==> src/rtl/ctrl_decoder.sv <==
module ctrl_decoder (
  input  logic [31:0] instr,
  output logic        reg_dst,
  output logic        alu_src,
  output logic        mem_to_reg,
  output logic        reg_write,
  output logic        mem_read,
  output logic        mem_write,
  output logic        branch,
  output logic [1:0]  alu_op,
  output logic [2:0]  alu_ctl
);
  localparam logic [5:0] OP_REG   = 6'd0;
  localparam logic [5:0] OP_LOAD  = 6'd35;
  localparam logic [5:0] OP_STORE = 6'd43;
  localparam logic [5:0] OP_BEQ   = 6'd4;

  localparam logic [1:0] CLS_ADD = 2'b00;
  localparam logic [1:0] CLS_SUB = 2'b01;
  localparam logic [1:0] CLS_FN  = 2'b10;

  localparam logic [2:0] ALU_AND = 3'b000;
  localparam logic [2:0] ALU_OR  = 3'b001;
  localparam logic [2:0] ALU_ADD = 3'b010;
  localparam logic [2:0] ALU_SUB = 3'b110;
  localparam logic [2:0] ALU_SLT = 3'b111;

  logic [5:0] opcode, funct;
  assign opcode = instr[31:26];
  assign funct  = instr[5:0];

  always_comb begin
    reg_dst    = 1'b0;
    alu_src    = 1'b0;
    mem_to_reg = 1'b0;
    reg_write  = 1'b0;
    mem_read   = 1'b0;
    mem_write  = 1'b0;
    branch     = 1'b0;
    alu_op     = CLS_ADD;
    case (opcode)
      OP_REG: begin
        reg_dst   = 1'b1;
        reg_write = 1'b1;
        alu_op    = CLS_FN;
      end
      OP_LOAD: begin
        alu_src    = 1'b1;
        mem_to_reg = 1'b1;
        reg_write  = 1'b1;
        mem_read   = 1'b1;
      end
      OP_STORE: begin
        alu_src   = 1'b1;
        mem_write = 1'b1;
      end
      OP_BEQ: begin
        branch = 1'b1;
        alu_op = CLS_SUB;
      end
      default: ;
    endcase
  end

  always_comb begin
    case (alu_op)
      CLS_ADD: alu_ctl = ALU_ADD;
      CLS_SUB: alu_ctl = ALU_SUB;
      CLS_FN: begin
        case (funct)
          6'd32:   alu_ctl = ALU_ADD;
          6'd34:   alu_ctl = ALU_SUB;
          6'd36:   alu_ctl = ALU_AND;
          6'd37:   alu_ctl = ALU_OR;
          6'd42:   alu_ctl = ALU_SLT;
          default: alu_ctl = ALU_AND;
        endcase
      end
      default: alu_ctl = ALU_AND;
    endcase
  end
endmodule

==> config.mk <==
export PLATFORM = sky130hd
export DESIGN_NAME = ctrl_decoder
export DESIGN_NICKNAME = d
export VERILOG_FILES = /design/src/rtl/ctrl_decoder.sv
export SDC_FILE = /design/constraint.sdc
export NUM_CORES = 1
export LEC_CHECK = 0
export CORE_AREA = 2 2 39 41
export DETAILED_ROUTE_END_ITERATION = 10
export DIE_AREA = 0 0 41 43
export GPL_ROUTABILITY_DRIVEN = 0
export PLACE_DENSITY = 0.64
export SLEW_MARGIN = 25
export SYNTH_ARGS = -nofsm -noshare
export SYNTH_HDL_FRONTEND = slang
export SYNTH_SLANG_ARGS = --single-unit
export TNS_END_PERCENT = 50
==> constraint.sdc <==
create_clock -name vclk -period 3.2
set_input_delay 0.48 -clock vclk [all_inputs]
set_output_delay 0.48 -clock vclk [all_outputs]
set_load 0.02 [all_outputs]
==> results of run 1 <==
==> final timing paths <==
kind	startpoint	slack, ns	to
max	instr[29]	0.16	alu_ctl[0]
min	instr[29]	2.08	mem_to_reg
==> layer usage <==
| layer | global-route usage, % | up-vias |
|---|---|---|
| met1 | 7.62 | 103 |
| met5 | 0 | - |
| li1 | - | 128 |
| met2 | 11.6 | 17 |
| met4 | 0 | 0 |
| met3 | 1.57 | 0 |
==> synthesized netlist by cell type (all sizes together) <==
| master | number |
|---|---|
| nand2 | 2 |
| and2 | 1 |
| and4bb | 1 |
| nor2 | 2 |
| nor3b | 1 |
| o21bai | 1 |
| or3 | 1 |
| nor4b | 1 |
| nor3 | 3 |
| a31oi | 1 |
| a21oi | 1 |
| nor4bb | 1 |
| nand2b | 1 |
| o21ai | 1 |
| inv | 2 |
| buf | 2 |
| or4 | 1 |
==> tightest hold or removal path: stages <==
cell and delay [ns]:
clkdlybuf4s50_1 0.52, nor2_1 0.07, clkdlybuf4s50_1 0.53
==> power breakdown <==
group | total [mW] | switching, mW | internal, mW | leakage [nW]
Combinational | 0.0299 | 0.0110 | 0.0189 | 0.140
Sequential | 0 | 0 | 0 | 0
Clock | 0 | 0 | 0 | 0
Total | 0.0299 | 0.0110 | 0.0189 | 0.140
==> cell type report <==
cell class                      instances  area share [%]
Timing Repair Buffer                   24            59.6
Multi-Input combinational cell         19            33.5
Tap cell                               16            4.97
Inverter                                2            1.86
==> cell families after synthesis <==
logic type / after synthesis / synth area share (%)
AND/OR/NAND/NOR: 15 / 70.6
AO/OA/AOI/OAI: 4 / 15.1
buffers and inverters: 4 / 14.3
==> flow_summary_export.csv, run 1 <==
group,metric,value,unit
status,outcome,"completed",
routing,viasPerCell,4.07,
cells_and_area,layout-drive-gt1-share,8.89,%
power,power,29.9,µW
floorplan,core.rowCount,14,
logic_synthesis,yosysUniqueCellTypes,18,
worst_setup_path,critical_path_class,"input pin to primary output",
logic_synthesis,syn_inst,23,
timing,worst_pin_slew,0.367,ns
clock_tree,cts_setup_buffers,0,
routing,drtIter0Drc,1,
timing,rsz0062_at_grt,"false",
timing,fin_tns_setup,0,ns
floorplan,start_util,11.4,%
global_routing,overflow,0,
timing,slew_viol_final,0,
cells_and_area,regArea,0,µm²
routing,wl_met2,245,µm
power,power_density,74.2,mW/mm²
cells_and_area,mostFrequentLayoutCells,"clkdlybuf4s50_1, nor3_1, nor2_1, inv_1, nand2_1",
routing,wl,569,µm
timing,hold_slack,2.08,ns
worst_setup_path,crit_arrival,2.56,ns
logic_synthesis,synth.area.top_cells,"nor3_4, buf_4, and4bb_2",
clock_tree,cts_resized,0,
floorplan,coreArea,0.00138,mm²
worst_setup_path,cp.required,2.72,ns
worst_setup_path,end_kind,"primary output",
routing,dr.pass1.iters,2,
logic_synthesis,netlist_area,158,µm²
worst_setup_path,cp_max_fo,4,
cells_and_area,fill_cells,164,
timing,fin_crit,3.04,ns
routing,drc_errors,0,
timing,slew_headroom,75.2,%
cells_and_area,multiInputGateArea,135,µm²
power,vdd_drop_max,0.0247,mV
worst_setup_path,worst_path_largest_cell_delay,0.60,ns
placed_design,place_area,403,µm²
routing,topRoutingLayerUsed,"met3",
cells_and_area,stdcell_area,403,µm²
min_path,min_path_type,"input pin to primary output",
global_routing,grt_start_max_net_pins,6,
logic_synthesis,ys_warn_count,0,
cells_and_area,clockBufferCount,0,
timing,fin_crit_sh,95.1,%
global_routing,grt_usage,6.40,%
cells_and_area,fin_cells,61,
min_path,hold_depth,3,
clock_tree,hold_buffers,0,
cells_and_area,layout_commonest_cell,"clkdlybuf4s50_1",
timing,finalHoldViolCount,0,
power,power.leakage,0.140,nW
worst_setup_path,cp.depth,5,
cells_and_area,diodes,0,
logic_synthesis,seq_area_frac_synth,0,%
routing,ant_nets,0,
global_routing,first_global_vias,211,
cells_and_area,flops_and_latches,0,
placed_design,port_buffers,24,
worst_setup_path,critPathBufInv,2,
routing,vias,248,
worst_setup_path,worstPathCellList,"clkdlybuf4s50_1, or4_4, nor3_4, and4bb_2, clkdlybuf4s50_1",
cells_and_area,fin_util,29.1,%
logic_synthesis,syn_nets,55,
floorplan,io_pins,44,
worst_setup_path,cp-start-kind,"input pin",
timing,max_freq,0.329,GHz
placed_design,place_ws,0.144,ns
routing,wl_met1,222,µm
flow_run,drv.max_cap_violation_count,0,
floorplan,dieArea,0.00176,mm²
logic_synthesis,syn_avg_cell_area,6.85,µm²
worst_setup_path,cp_slowest_cell,"clkdlybuf4s50_1",
routing,wire_per_inst,9.33,µm
cells_and_area,nets,79,
global_routing,antenna_found_initial,0,
worst_setup_path,crit_top_cell,"clkdlybuf4s50_1",
floorplan,die-width,41,µm
routing,met3WireLength,101,µm
floorplan,fp.dieH,43,µm
timing,finalSetupViolCount,0,
cells_and_area,area_growth,156,%
logic_synthesis,netlist.area_leader.share,10.3,%
worst_setup_path,cp_top_family,"buffers and inverters",
timing,worst_slack,0.158,ns
placed_design,placed_cells,61,
global_routing,grt_pass1_wl,828,µm
logic_synthesis,yosysTopAreaCell,"nor3_4",
(Power assumes the default switching activity.)
==> inputs of run 2 (changes only) <==
Settings changed: ABC_CLOCK_PERIOD_IN_PS from default to 3200.
==> results of run 2 <==
Final layout, timing and power as in run 1 (identical DEF).
==> inputs of run 3 (changes only) <==
Settings changed: ABC_CLOCK_PERIOD_IN_PS 3200 to 3900.
Clock period 3.2 ns to 3.9 ns, I/O delays scaled along.
==> results of run 3 <==
The final DEF is identical to that of run 1. Status: completed.
Among the figures that moved: setup slack after placement 0.144 ns -> 0.634 ns; setup slack after layout 0.158 ns -> 0.648 ns; hold slack 2.08 ns -> 2.29 ns; total power 0.0299 mW -> 0.0245 mW; worst IR drop on VDD 0.0247 mV -> 0.0202 mV
